===== config.mk =====
export PLATFORM = sky130hd
export DESIGN_NAME = ivl_timer_set
export DESIGN_NICKNAME = d
export VERILOG_FILES = /design/src/rtl/ivl_timer_pkg.sv /design/src/rtl/ivl_timer_decode.sv /design/src/rtl/ivl_timer_slice.sv /design/src/rtl/ivl_timer_set.sv
export SDC_FILE = /design/constraint.sdc
export NUM_CORES = 1
export LEC_CHECK = 0
export BUFFER_PORTS_ARGS = -buffer_cell sky130_fd_sc_hd__buf_2
export CORE_ASPECT_RATIO = 1.2
export CORE_UTILIZATION = 57
export DETAILED_ROUTE_END_ITERATION = 7
export GPL_ROUTABILITY_DRIVEN = 0
export PLACE_DENSITY_LB_ADDON = 0.1
export SLEW_MARGIN = 20
export SYNTH_ARGS = -nofsm -noshare
export SYNTH_HDL_FRONTEND = slang
export SYNTH_HIERARCHICAL = 1
export SYNTH_SLANG_ARGS = --single-unit

===== constraint.sdc =====
create_clock -name clk -period 4.45 [get_ports clk]
set_input_delay 0.2225 -clock clk [delete_from_list [all_inputs] [get_ports clk]]
set_output_delay 0.2225 -clock clk [all_outputs]
set_load 0.005 [all_outputs]

===== src/rtl/ivl_timer_pkg.sv =====
package ivl_timer_pkg;
  localparam int FIELD_LSB = 10;
  localparam int FIELD_MSB = 30;
  localparam int FIELD_W   = FIELD_MSB - FIELD_LSB + 1;

  typedef logic [FIELD_W-1:0] field_t;

  typedef struct packed {
    field_t next;
    logic   hit;
  } step_t;

  typedef enum logic [1:0] {
    REG_LIMIT    = 2'd0,
    REG_COUNT    = 2'd1,
    REG_LIMIT_NC = 2'd2,
    REG_AUX      = 2'd3
  } reg_sel_e;

  function automatic field_t field_of(input logic [31:0] w);
    return w[FIELD_MSB:FIELD_LSB];
  endfunction

  function automatic logic [31:0] pack_field(input logic top, input field_t f);
    return {top, f, {FIELD_LSB{1'b0}}};
  endfunction

  // timer-mode advance: restart at 1 on meeting the limit
  function automatic step_t timer_step(input field_t cnt, input field_t lim);
    step_t s;
    if (cnt == lim) begin
      s.next = field_t'(1);
      s.hit  = 1'b1;
    end else begin
      s.next = cnt + 1'b1;
      s.hit  = 1'b0;
    end
    return s;
  endfunction
endpackage


===== src/rtl/ivl_timer_decode.sv =====
module ivl_timer_decode #(
  parameter int NUM_CPUS = 2,
  parameter int ADDR_W   = 4
) (
  input  logic                clk,
  input  logic                rst_n,
  input  logic [ADDR_W-1:0]   addr,
  input  logic                wr,
  input  logic                rd,
  output logic [NUM_CPUS:0]   lim_wr,
  output logic [NUM_CPUS:0]   nc_wr,
  output logic [NUM_CPUS:0]   lim_rd,
  output logic [NUM_CPUS-1:0] run_wr,
  output logic                cfg_wr,
  output logic                hit_map,
  output logic [ADDR_W-3:0]   unit_o,
  output ivl_timer_pkg::reg_sel_e sel_o
);
  import ivl_timer_pkg::*;
  localparam int NUNITS = NUM_CPUS + 1;

  assign unit_o  = addr[ADDR_W-1:2];
  assign sel_o   = reg_sel_e'(addr[1:0]);
  assign hit_map = (int'(unit_o) < NUNITS);

  always_comb begin
    lim_wr = '0;
    nc_wr  = '0;
    lim_rd = '0;
    run_wr = '0;
    cfg_wr = 1'b0;
    if (hit_map) begin
      case (sel_o)
        REG_LIMIT: begin
          lim_wr[unit_o] = wr;
          lim_rd[unit_o] = rd;
        end
        REG_LIMIT_NC: nc_wr[unit_o] = wr;
        REG_AUX: begin
          if (int'(unit_o) == NUM_CPUS) cfg_wr = wr;
          else                          run_wr[unit_o] = wr;
        end
        default: ;
      endcase
    end
  end


  dec_onehot_chk: assert property (@(posedge clk) disable iff (!rst_n)
    $onehot0({lim_wr, nc_wr, run_wr, cfg_wr}));
endmodule


===== src/rtl/ivl_timer_slice.sv =====
module ivl_timer_slice (
  input  logic                  clk,
  input  logic                  rst_n,
  input  logic                  tick,
  input  logic                  user_mode,
  input  logic                  run,
  input  logic                  lim_wr,
  input  logic                  nc_wr,
  input  ivl_timer_pkg::field_t wfield,
  input  logic                  clr_rd,
  output ivl_timer_pkg::field_t limit_o,
  output ivl_timer_pkg::field_t count_o,
  output logic                  flag_o,
  output logic                  hit_o
);
  import ivl_timer_pkg::*;

  field_t lim_q, cnt_q;
  logic   flag_q;
  step_t  st;
  logic   armed;

  assign st    = timer_step(cnt_q, lim_q);
  assign armed = !user_mode && (lim_q != '0);
  assign hit_o = tick && armed && st.hit;

  always_ff @(posedge clk) begin
    if (!rst_n) begin
      lim_q  <= '0;
      cnt_q  <= field_t'(1);
      flag_q <= 1'b0;
    end else if (lim_wr) begin
      lim_q  <= wfield;
      cnt_q  <= field_t'(1);
      flag_q <= 1'b0;
    end else begin
      if (nc_wr) lim_q <= wfield;
      if (tick) begin
        if (user_mode) begin
          if (run) cnt_q <= cnt_q + 1'b1;
        end else if (armed) begin
          cnt_q <= st.next;
        end
      end
      if (hit_o)       flag_q <= 1'b1;
      else if (clr_rd) flag_q <= 1'b0;
    end
  end

  assign limit_o = lim_q;
  assign count_o = cnt_q;
  assign flag_o  = flag_q;


  hit_sets_flag_chk: assert property (@(posedge clk) disable iff (!rst_n)
    (hit_o && !lim_wr) |=> (flag_o && count_o == field_t'(1)));

  rd_clear_chk: assert property (@(posedge clk) disable iff (!rst_n)
    (clr_rd && !hit_o && !lim_wr) |=> !flag_o);

  lim_wr_reset_chk: assert property (@(posedge clk) disable iff (!rst_n)
    lim_wr |=> (!flag_o && count_o == field_t'(1)));

  zero_limit_hold_chk: assert property (@(posedge clk) disable iff (!rst_n)
    (limit_o == '0 && !user_mode && !lim_wr) |=> ($stable(count_o) && !$rose(flag_o)));

  user_no_irq_chk: assert property (@(posedge clk) disable iff (!rst_n)
    (user_mode && !lim_wr) |=> !$rose(flag_o));

  tick_advance_chk: assert property (@(posedge clk) disable iff (!rst_n)
    (tick && armed && !hit_o && !lim_wr) |=> (count_o == field_t'($past(count_o) + 1'b1)));
endmodule


===== src/rtl/ivl_timer_set.sv =====
module ivl_timer_set #(
  parameter int NUM_CPUS = 2,
  localparam int ADDR_W  = $clog2(4 * (NUM_CPUS + 1))
) (
  input  logic                clk,
  input  logic                rst_n,
  input  logic                tick_en,
  input  logic [ADDR_W-1:0]   bus_addr,
  input  logic                bus_wr,
  input  logic                bus_rd,
  input  logic [31:0]         bus_wdata,
  output logic [31:0]         bus_rdata,
  output logic                irq_sys,
  output logic [NUM_CPUS-1:0] irq_cpu
);
  import ivl_timer_pkg::*;
  localparam int NUNITS = NUM_CPUS + 1;

  logic [NUM_CPUS:0]   lim_wr, nc_wr, lim_rd, hit_w, flag_w;
  logic [NUM_CPUS-1:0] run_wr;
  logic                cfg_wr, hit_map;
  logic [ADDR_W-3:0]   unit;
  reg_sel_e            sel;
  logic [NUM_CPUS-1:0] cfg_q, run_q;
  field_t              lim_a [NUNITS];
  field_t              cnt_a [NUNITS];
  field_t              wfield;

  assign wfield = field_of(bus_wdata);

  ivl_timer_decode #(.NUM_CPUS(NUM_CPUS), .ADDR_W(ADDR_W)) dec_i (
    .clk(clk), .rst_n(rst_n), .addr(bus_addr), .wr(bus_wr), .rd(bus_rd),
    .lim_wr(lim_wr), .nc_wr(nc_wr), .lim_rd(lim_rd), .run_wr(run_wr),
    .cfg_wr(cfg_wr), .hit_map(hit_map), .unit_o(unit), .sel_o(sel)
  );

  always_ff @(posedge clk) begin
    if (!rst_n) begin
      cfg_q <= '0;
      run_q <= '0;
    end else begin
      if (cfg_wr) cfg_q <= bus_wdata[NUM_CPUS-1:0];
      for (int i = 0; i < NUM_CPUS; i++)
        if (run_wr[i]) run_q[i] <= bus_wdata[0];
    end
  end

  for (genvar g = 0; g < NUNITS; g++) begin : g_unit
    logic um, rn;
    if (g < NUM_CPUS) begin : g_cpu
      assign um = cfg_q[g];
      assign rn = run_q[g];
    end else begin : g_sys
      assign um = 1'b0;
      assign rn = 1'b0;
    end
    ivl_timer_slice slice_i (
      .clk(clk), .rst_n(rst_n), .tick(tick_en), .user_mode(um), .run(rn),
      .lim_wr(lim_wr[g]), .nc_wr(nc_wr[g]), .wfield(wfield), .clr_rd(lim_rd[g]),
      .limit_o(lim_a[g]), .count_o(cnt_a[g]), .flag_o(flag_w[g]), .hit_o(hit_w[g])
    );
  end

  always_comb begin
    bus_rdata = '0;
    if (hit_map) begin
      case (sel)
        REG_LIMIT, REG_LIMIT_NC: bus_rdata = pack_field(1'b0, lim_a[unit]);
        REG_COUNT:               bus_rdata = pack_field(flag_w[unit], cnt_a[unit]);
        REG_AUX: begin
          if (int'(unit) == NUM_CPUS) bus_rdata = 32'(cfg_q);
          else                        bus_rdata = {31'b0, run_q[unit]};
        end
        default: bus_rdata = '0;
      endcase
    end
  end

  assign irq_sys = flag_w[NUM_CPUS];
  assign irq_cpu = flag_w[NUM_CPUS-1:0];


  irq_follows_hit_chk: assert property (@(posedge clk) disable iff (!rst_n)
    (hit_w[NUM_CPUS] && !lim_wr[NUM_CPUS]) |=> irq_sys);
endmodule


==> results of run 1 <==
-- worst max-delay path, delay by kind of cell (launching register included) --
| kind | cells | cell delay (ps) |
|---|---|---|
| and+or+nand+nor | 3 | 980 |
| DFF | 1 | 430 |
| AOI/OAI and AO/OA | 1 | 830 |
| xor gates and xnor gates | 1 | 170 |
-- synth_stat cells (18+ instances only) --
master,count,area share (%)
xnor2_1,45,4.9
nand2_1,171,7.9
nor4_1,22,1.7
nand3_1,27,1.7
nor2b_1,30,2.3
o21ai_0,19,1.2
nand4_1,18,1.4
nor2_1,50,2.3
mux2i_1,27,3.3
a21boi_0,63,5.8
buf_2,21,1.3
o221ai_1,23,2.5
a211oi_1,24,2.2
xor2_1,51,5.5
clkbuf_1,27,1.2
a21oi_1,51,3.1
mux2_2,21,2.9
dfxtp_1,133,33
-- per-layer routing --
layer  track usage [%]  wire length, microns  share of wire [%]  vias up
li1                  -                     -                  -     3557
met1             39.68                 10030                 43     3526
met2             53.55                 11280                 49      252
met3             4.489                  1167                5.0       44
met4             14.37                   748                3.2        0
met5                 0                     0                  0        -
-- power by group through the flow --
stage | Combinational, W | Sequential, W | Clock [W]
floorplan | 0.000264 | 0.00127 | 0
global placement | 0.000333 | 0.00128 | 0
detailed placement | 0.000336 | 0.00128 | 0
CTS | 0.000338 | 0.00126 | 0.00135
global route | 0.000369 | 0.00126 | 0.00140
finish | 0.000344 | 0.00126 | 0.00133
-- cell families (layout without fill, tap and decap cells) --
group / Yosys count / in the layout
AOI/OAI and AO/OA: 218 / 218
xor gates and xnor gates: 96 / 96
adders and majority gates: 3 / 3
buffers and inverters: 82 / 109
DFF: 133 / 133
muxes: 48 / 48
other: 1 / 12
and+or+nand+nor: 408 / 408
-- final timing paths --
path,cells past startpoint,end,from
max reg2reg,5,g_unit[0].slice_i/count_o[4],g_unit[0].slice_i/count_o[3]
max,5,g_unit[0].slice_i/count_o[4],g_unit[0].slice_i/count_o[3]
min,3,cfg_q[1],bus_wdata[1]
min reg2reg,2,g_unit[2].slice_i/limit_o[7],g_unit[2].slice_i/limit_o[7]
-- per-stage QoR --
| step | std cells | utilization, % | worst slack, ps |
|---|---|---|---|
| after floorplan | 1000 | - | 2626 |
| after detailed placement | 1166 | 60.31 | 1951 |
| after CTS | 1198 | 64.34 | 1942 |
| final | 1198 | 64.34 | 1895 |
| after global routing | 1198 | 64.34 | 1774 |
| after global placement | 1166 | 60.31 | 2005 |
-- flip-flops by register name (all words and copies together), names as in the netlist --
signal / cells
cfg_q: 2
g_unit.slice_i/count_o: 63
g_unit.slice_i/flag_o: 3
g_unit.slice_i/limit_o: 63
run_q: 2
-- layout make-up --
type,instances,area (sq um)
multi-input cells,785,5081
fillers,1306,4928
flip-flops and latches,133,2663
clock buffers,17,425.4
repair buffers,62,320.3
well taps,171,214.0
clock inverters,15,131.4
inverters,15,56.30
==> results.sh, run 1 <==
export IMPL_synthSimpleGateAreaFrac_pct=25.54
export IMPL_grt_start_max_net_pins=71
export IMPL_synthAdderAreaFrac_pct=0.4627
export IMPL_dr_total_vias=7379
export IMPL_leakagePower_nw=3.262
export IMPL_final_common_cell="nand2_1"
export IMPL_hold_violations=0
export IMPL_drive_gt1_share_pct=13.63
export IMPL_cts_tree="yes"
export IMPL_clock_latency_ps=430
export IMPL_io_pins=76
export IMPL_diodes=0
export IMPL_power_density_nw_per_um2=330.1
export IMPL_routedWlPerCell_microns=19.39
export IMPL_crit_path_end_kind="flop"
export IMPL_max_freq_ghz=0.3914
export IMPL_synth_compound_area_share_pct=19.34
export IMPL_area_delta_synth_final_pct=9.593
export IMPL_drtPass1Iterations=5
export IMPL_power_switching_w=0.0008334
export IMPL_fin_hold_ws_ps=63.84
export IMPL_setup_violations=0
export IMPL_drv_cap=0
export IMPL_timing_final_crit_share_pct=57.41
export IMPL_rsz0062_at_grt="no"
export IMPL_finalClockSkew_ps=7.799
export IMPL_yosysUniqueCellTypes=53
export IMPL_crit_chain="xor2_1, nor4_1, nand4_1, o31ai_4, nor2_1"
export IMPL_root_buffer="clkbuf_16"
export IMPL_worstHoldPathType="primary input to flop"
export IMPL_crit_path_start_kind="flop"
export IMPL_slew_limit_headroom_pct=30.13
export IMPL_numCtsBuffers=17
export IMPL_clk_pin_slew_worst_paths_ps=60
export IMPL_core_sq_um=13820
export IMPL_portBuffers=58
export IMPL_cts_resized=0
export IMPL_p_comb_share_pct=11.7
export IMPL_routed_wl_mm=23.23
export IMPL_sw_frac_of_total_pct=28.40
export IMPL_place_area_sq_um=8334
export IMPL_ir_drop_v=0.0003243
export IMPL_ys_async_sr_fraction_pct=0
export IMPL_grt_pass1_wl_mm=36.37
export IMPL_dieArea_sq_um=14720
export IMPL_synth_area_sq_um=8113
export IMPL_synthMuxAreaShare_pct=6.246
export IMPL_synth_flop_cell="dfxtp_1"
export IMPL_yosys_warnings=6
export IMPL_reg2reg_slack_ps=1900
export IMPL_crit_type="flop to flop"
export IMPL_postCtsHoldBufs=0
export IMPL_arrival_ps=2830
export IMPL_clk_path_buf_depth=2
export IMPL_ctsHtreeMaxLevel=4
export IMPL_die_h_microns=132.7
export IMPL_cts_sinks=133
export IMPL_synth_edf_count=0
export IMPL_hpwl_mm=16.85
export IMPL_start_util_pct=58.71
export IMPL_final_max_slew_viol_count=0
export IMPL_grt_usage_pct=31.58
export IMPL_grt_overflow=0
export IMPL_syn_area_per_cell_sq_um=8.203
export IMPL_mostFrequentLayoutCells="nand2_1, dfxtp_1, a21boi_0"
export IMPL_worstMarginPinSlew_ps=1047
export IMPL_antenna_left=0
export IMPL_p_int_w=0.002101
export IMPL_synth_seq_area_share_pct=32.82
export IMPL_cp_max_fo=19
export IMPL_p_total_w=0.002935
export IMPL_syn_inst=989
export IMPL_drt_iter0_markers=589
export IMPL_pwr_share_clk_pct=45.4
export IMPL_synth_xor_area_share_pct=10.36
export IMPL_synth_seq_cells=133
export IMPL_grt_pass1_vias=6780
export IMPL_max_stage_delay_ps=830
export IMPL_cp_slowest_cell="o31ai_4"
export IMPL_final_area_sq_um=8891
export IMPL_synth_top_family_by_area="simple AND/OR/NAND/NOR gates"
export IMPL_postCtsSetupBuffers=0
export IMPL_finalSetupTns_ps=0
export IMPL_period_minus_slack_ps=2555
export IMPL_crit_required_ps=4720
export IMPL_via_per_inst=6.159
export IMPL_rows=47
export IMPL_power_frac_seq_pct=42.8
export IMPL_drc_errors=0
export IMPL_outcome="completed"
export IMPL_antenna_found_initial=0
export IMPL_nets=1058
export IMPL_die_w_microns=110.9
(Power assumes the default switching activity.)
==> run 2, diff against run 1 <==
--- a/config.mk
+++ b/config.mk
@@ -7,7 +7,7 @@
 export LEC_CHECK = 0
 export BUFFER_PORTS_ARGS = -buffer_cell sky130_fd_sc_hd__buf_2
 export CORE_ASPECT_RATIO = 1.2
-export CORE_UTILIZATION = 57
+export CORE_UTILIZATION = 54
 export DETAILED_ROUTE_END_ITERATION = 7
 export GPL_ROUTABILITY_DRIVEN = 0
 export PLACE_DENSITY_LB_ADDON = 0.1
==> constraint.sdc (replaced) <==
create_clock -name clk -period 2.3 [get_ports clk]
set_input_delay 0.115 -clock clk [delete_from_list [all_inputs] [get_ports clk]]
set_output_delay 0.115 -clock clk [all_outputs]
set_load 0.005 [all_outputs]
==> run 2 against run 1 <==
Clock skew fell by 0.55 ps. Total power increased by 110%. First-iteration DRC count rose by 12%. Critical endpoint is now g_unit[1].slice_i/count_o[17]. Highest routed layer unchanged. Sequential power up 93%. Global-route usage grew 0.76 points.
==> results.sh, run 2 (same netlist as run 1, synthesis figures left out) <==
export IMPL_outcome="completed"
export IMPL_leakagePower_nw=3.607
export IMPL_setup_violations=0
export IMPL_ir_drop_v=0.0004670
export IMPL_r2r_end="g_unit[1].slice_i/count_o[17]"
export IMPL_place_area_sq_um=8688
export IMPL_die_w_microns=113.9
export IMPL_cp_max_fo=12
export IMPL_cts_tree="yes"
export IMPL_dr_total_vias=7670
export IMPL_ctsHtreeMaxLevel=4
export IMPL_drc_errors=0
export IMPL_setup_slack_ps=179.6
export IMPL_timing_final_crit_share_pct=92.19
export IMPL_io_pins=76
export IMPL_start_util_pct=55.82
export IMPL_die_h_microns=136.3
export IMPL_crit_required_ps=2650
export IMPL_dieArea_sq_um=15520
export IMPL_period_minus_slack_ps=2120
export IMPL_crit_path_end_kind="flop"
export IMPL_power_density_nw_per_um2=642.4
export IMPL_clock_latency_ps=420
export IMPL_worstHoldPathType="primary input to flop"
export IMPL_mostFrequentLayoutCells="nand2_1, dfxtp_1, a21boi_0"
export IMPL_clk_pin_slew_worst_paths_ps=60
export IMPL_slew_limit_headroom_pct=65.14
export IMPL_grt_pass1_wl_mm=38.26
export IMPL_via_per_inst=5.955
export IMPL_rows=48
export IMPL_startpoint="g_unit[1].slice_i/count_o[2]"
export IMPL_portBuffers=58
export IMPL_routedWlPerCell_microns=18.93
export IMPL_clk_path_buf_depth=2
export IMPL_r2r_cells=5
export IMPL_finalSetupTns_ps=0
export IMPL_drive_gt1_share_pct=16.18
export IMPL_core_sq_um=14530
export IMPL_drt_iter0_markers=661
export IMPL_reg2reg_slack_ps=180
export IMPL_crit_type="flop to flop"
export IMPL_endpoint="g_unit[1].slice_i/count_o[17]"
export IMPL_diodes=0
export IMPL_max_freq_ghz=0.4716
export IMPL_crit_path_start_kind="flop"
export IMPL_antenna_left=0
export IMPL_final_area_sq_um=9558
export IMPL_drtPass1Iterations=6
export IMPL_nets=1119
export IMPL_grt_usage_pct=32.35
export IMPL_grt_overflow=0
export IMPL_cts_sinks=133
export IMPL_whs_path_depth=2
export IMPL_area_delta_synth_final_pct=17.81
export IMPL_nFillCells=1350
export IMPL_arrival_ps=2470
export IMPL_numCtsBuffers=17
export IMPL_hpwl_mm=17.88
export IMPL_worstMarginPinSlew_ps=523.0
export IMPL_grt_start_max_net_pins=51
export IMPL_root_buffer="clkbuf_16"
export IMPL_final_max_slew_viol_count=0
export IMPL_p_total_w=0.006140
export IMPL_r2r_start="g_unit[1].slice_i/count_o[2]"
export IMPL_pre_cts_ws_ps=218.1
export IMPL_final_common_cell="nand2_1"
export IMPL_finalClockSkew_ps=7.246
export IMPL_rsz0062_at_grt="no"
export IMPL_hold_violations=0
export IMPL_grt_pass1_vias=7118
export IMPL_antenna_found_initial=0
export IMPL_drv_cap=0
export IMPL_routed_wl_mm=24.38
export IMPL_cts_resized=0
==> run 2: cell types whose count changed in the layout (fill, tap and decap cells not counted), sizes merged <==
cell,delta
buf,+38
bufinv,+2
clkbuf,+5
clkinv,-1
clkinvlp,-3
dlygate4sd3,+23
inv,-3
==> run 2: per-layer routing <==
metal / global-route usage (%) / vias to the layer above / part of all wire [%]
li1: - / 3700 / -
met1: 40.63 / 3636 / 43
met2: 54.13 / 268 / 48
met3: 4.191 / 66 / 4.7
met4: 16.88 / 0 / 4.2
met5: 0 / - / 0
==> run 2: layout make-up <==
type | count | area [sq um] | share of cell area [%]
inverter | 15 | 56.30 | 0.5891
clock buffer | 22 | 494.2 | 5.171
sequential | 133 | 2663 | 27.86
clock inverter | 10 | 145.1 | 1.519
tap | 200 | 250.2 | 2.618
multi-input combinational | 785 | 5076 | 53.11
timing repair buffer | 123 | 873.3 | 9.137
==> run 2: worst min-delay path by stage <==
stage,startpoint,end
after floorplan,rst_n,cfg_q[0]
after global placement,bus_wdata[1],cfg_q[1]
after detailed placement,bus_wdata[1],cfg_q[1]
after CTS,rst_n,g_unit[0].slice_i/limit_o[0]
after global routing,rst_n,g_unit[0].slice_i/limit_o[0]
final,rst_n,g_unit[2].slice_i/limit_o[1]
==> run 2: power breakdown <==
group	switching, W	internal (W)	leakage, nW
Sequential	0.0000765	0.00235	1.07
Combinational	0.000474	0.000320	2.22
Clock	0.00106	0.00186	0.309
==> run 2: per-stage QoR <==
step / cells / hold slack, ps / utilization, %
3_3_place_gp: 1233 / 377.5 / 59.78
6_report: 1288 / 118.0 / 65.76
4_1_cts: 1288 / 101.1 / 65.76
5_1_grt: 1288 / 118.9 / 65.76
2_1_floorplan: 1000 / 243.2 / -
3_5_place_dp: 1233 / 392.6 / 59.78
==> run 2: repair_timing <==
| item | CTS | global route |
|---|---|---|
| setup endpoints to repair | 0 | 0 |
| endpoints found under the hold margin | 65 | 0 |
| setup buffers | 0 | 0 |
| hold buffers | 23 | 0 |
==> run 2: worst max-delay path: stages, from the launching register on <==
cell and delay, ps:
dfxtp_1 490, and3_1 280, nand3_1 180, a211o_1 430, or4_1 520, a21oi_1 150
==> run 3, diff against run 2 <==
--- a/config.mk
+++ b/config.mk
@@ -7,9 +7,10 @@
 export LEC_CHECK = 0
 export BUFFER_PORTS_ARGS = -buffer_cell sky130_fd_sc_hd__buf_2
 export CORE_ASPECT_RATIO = 1.2
-export CORE_UTILIZATION = 54
+export CORE_UTILIZATION = 57
 export DETAILED_ROUTE_END_ITERATION = 7
 export GPL_ROUTABILITY_DRIVEN = 0
+export MAX_ROUTING_LAYER = met4
 export PLACE_DENSITY_LB_ADDON = 0.1
 export SLEW_MARGIN = 20
 export SYNTH_ARGS = -nofsm -noshare
==> constraint.sdc (replaced) <==
create_clock -name clk -period 2 [get_ports clk]
set_input_delay 0.1 -clock clk [delete_from_list [all_inputs] [get_ports clk]]
set_output_delay 0.1 -clock clk [all_outputs]
set_load 0.005 [all_outputs]
==> run 3 against run 2 <==
Register-to-register slack worse by 150 ps. Critical endpoint is now g_unit[1].slice_i/count_o[19]. Critical path depth fell by 1. Combinational power rose by 34%. Setup slack got worse by 150 ps.
==> results.sh, run 3 (same netlist as run 1, synthesis figures left out) <==
export IMPL_pre_cts_ws_ps=51.29
export IMPL_clk_pin_slew_worst_paths_ps=60
export IMPL_rows=47
export IMPL_antenna_left=0
export IMPL_mostFrequentLayoutCells="nand2_1, dfxtp_1, buf_4"
export IMPL_postCtsSetupBuffers=0
export IMPL_crit_required_ps=2350
export IMPL_crit_path_start_kind="flop"
export IMPL_sw_frac_of_total_pct=27.48
export IMPL_io_pins=76
export IMPL_crit_path_end_kind="flop"
export IMPL_highest_layer="met4"
export IMPL_drive_gt1_share_pct=21.94
export IMPL_drt_iter0_markers=883
export IMPL_diodes=0
export IMPL_die_h_microns=132.7
export IMPL_root_buffer="clkbuf_16"
export IMPL_portBuffers=58
export IMPL_routedWlPerCell_microns=19.40
export IMPL_max_stage_delay_ps=620
export IMPL_wl_met1_mm=10.40
export IMPL_finalClockSkew_ps=9.888
export IMPL_p_int_w=0.005133
export IMPL_power_frac_seq_pct=39.2
export IMPL_antenna_found_initial=0
export IMPL_grt_usage_pct=36.40
export IMPL_cp_num_buf_inv=0
export IMPL_drc_errors=0
export IMPL_leakagePower_nw=3.936
export IMPL_nets=1184
export IMPL_pwr_share_clk_pct=45.9
export IMPL_ctsHtreeMaxLevel=4
export IMPL_fin_util_pct=72.49
export IMPL_cts_tree="yes"
export IMPL_setup_violations=0
export IMPL_area_delta_synth_final_pct=23.47
export IMPL_rsz0062_at_grt="yes"
export IMPL_grt_pass1_vias=7692
export IMPL_slew_limit_headroom_pct=66.36
export IMPL_dp_cells=1269
export IMPL_crit_chain="nand4_1, or4_4, or4_1, a21oi_1"
export IMPL_final_common_cell="nand2_1"
export IMPL_outcome="completed"
export IMPL_p_comb_share_pct=14.9
export IMPL_cp_max_fo=5
export IMPL_core_sq_um=13820
export IMPL_clk_path_buf_depth=2
export IMPL_grt_overflow=0
export IMPL_dr_total_vias=8033
export IMPL_power_density_nw_per_um2=706.6
export IMPL_clock_latency_ps=430
export IMPL_p_total_w=0.007078
export IMPL_crit_type="flop to flop"
export IMPL_nFillCells=1133
export IMPL_via_per_inst=6.067
export IMPL_ir_drop_v=0.0005903
export IMPL_hpwl_mm=18.78
export IMPL_numCtsBuffers=17
export IMPL_regArea_sq_um=2673
export IMPL_drtPass1Iterations=5
export IMPL_cts_sinks=133
export IMPL_finalNonFillerCells=1324
export IMPL_cp_slowest_cell="or4_4"
export IMPL_worstHoldPathType="primary input to flop"
export IMPL_drv_cap=0
export IMPL_power_switching_w=0.001945
export IMPL_die_w_microns=110.9
export IMPL_final_max_slew_viol_count=0
export IMPL_dieArea_sq_um=14720
export IMPL_hold_violations=0
export IMPL_multi_input_area_sq_um=5085
export IMPL_setup_slack_ps=32.81
export IMPL_start_util_pct=58.71
export IMPL_grt_pass1_wl_mm=40.72
export IMPL_wl_met3_mm=1.529
export IMPL_path_delay_family="simple AND/OR/NAND/NOR gates"
export IMPL_routed_wl_mm=25.69
export IMPL_timing_final_crit_share_pct=98.36
export IMPL_fin_hold_ws_ps=54.84
export IMPL_period_minus_slack_ps=1967
export IMPL_grt_start_max_net_pins=60
export IMPL_max_freq_ghz=0.5083
export IMPL_worstMarginPinSlew_ps=500.0
export IMPL_arrival_ps=2320
export IMPL_met2_length_mm=12.46
## run 3: cell count changes in the layout (fill, tap and decap cells not counted), moves of 3 or more
cell      previous run  this run
buf_4               39       102
clkbuf_8             5         0
clkinv_2             1         4
dfxtp_2              0         8
dfxtp_1            133       125
inv_6                0         4
## run 3: power groups by stage
| stage | clock network, W | registers (W) | logic, W |
|---|---|---|---|
| floorplan | 0 | 0.00283 | 0.000588 |
| CTS | 0.00327 | 0.00277 | 0.00103 |
| global route | 0.00338 | 0.00278 | 0.00112 |
| global placement | 0 | 0.00283 | 0.000986 |
| detailed placement | 0 | 0.00283 | 0.000994 |
| finish | 0.00325 | 0.00277 | 0.00106 |
## run 3: worst paths after layout
check,cells past startpoint,end,startpoint,slack (ps)
hold / removal,2,g_unit[2].slice_i/limit_o[4],rst_n,50
hold reg to reg,2,g_unit[1].slice_i/limit_o[4],g_unit[1].slice_i/limit_o[4],490
setup / recovery,4,g_unit[1].slice_i/count_o[19],g_unit[1].slice_i/count_o[8],30
setup reg to reg,4,g_unit[1].slice_i/count_o[19],g_unit[1].slice_i/count_o[8],30
## run 3: timing repair
action / CTS / global route
hold endpoints to repair: 66 / 0
resized for setup: 0 / 12
setup endpoints to repair: 0 / 24
hold buffers: 23 / 0
## run 3: through the flow
| step | cell area (sq um) | setup TNS [ps] |
|---|---|---|
| after floorplan | 8154 | 0 |
| after global placement | 9165 | 0 |
| after detailed placement | 9165 | 0 |
| after CTS | 9998 | 0 |
| after global routing | 10020 | -4.822 |
| final | 10020 | 0 |
## run 3: final cells by class
type | instances | area share (%)
sequential | 133 | 26.68
tap | 171 | 2.136
clock inverter | 15 | 1.774
timing repair buffer | 188 | 13.84
multi-input combinational | 785 | 50.76
clock buffer | 17 | 4.247
inverter | 15 | 0.5621
## run 3: layer usage
metal	vias up	global-route usage (%)
met5	-	-
met4	0	20.37
met3	112	6.001
met2	321	59.56
met1	3786	42.38
li1	3814	-
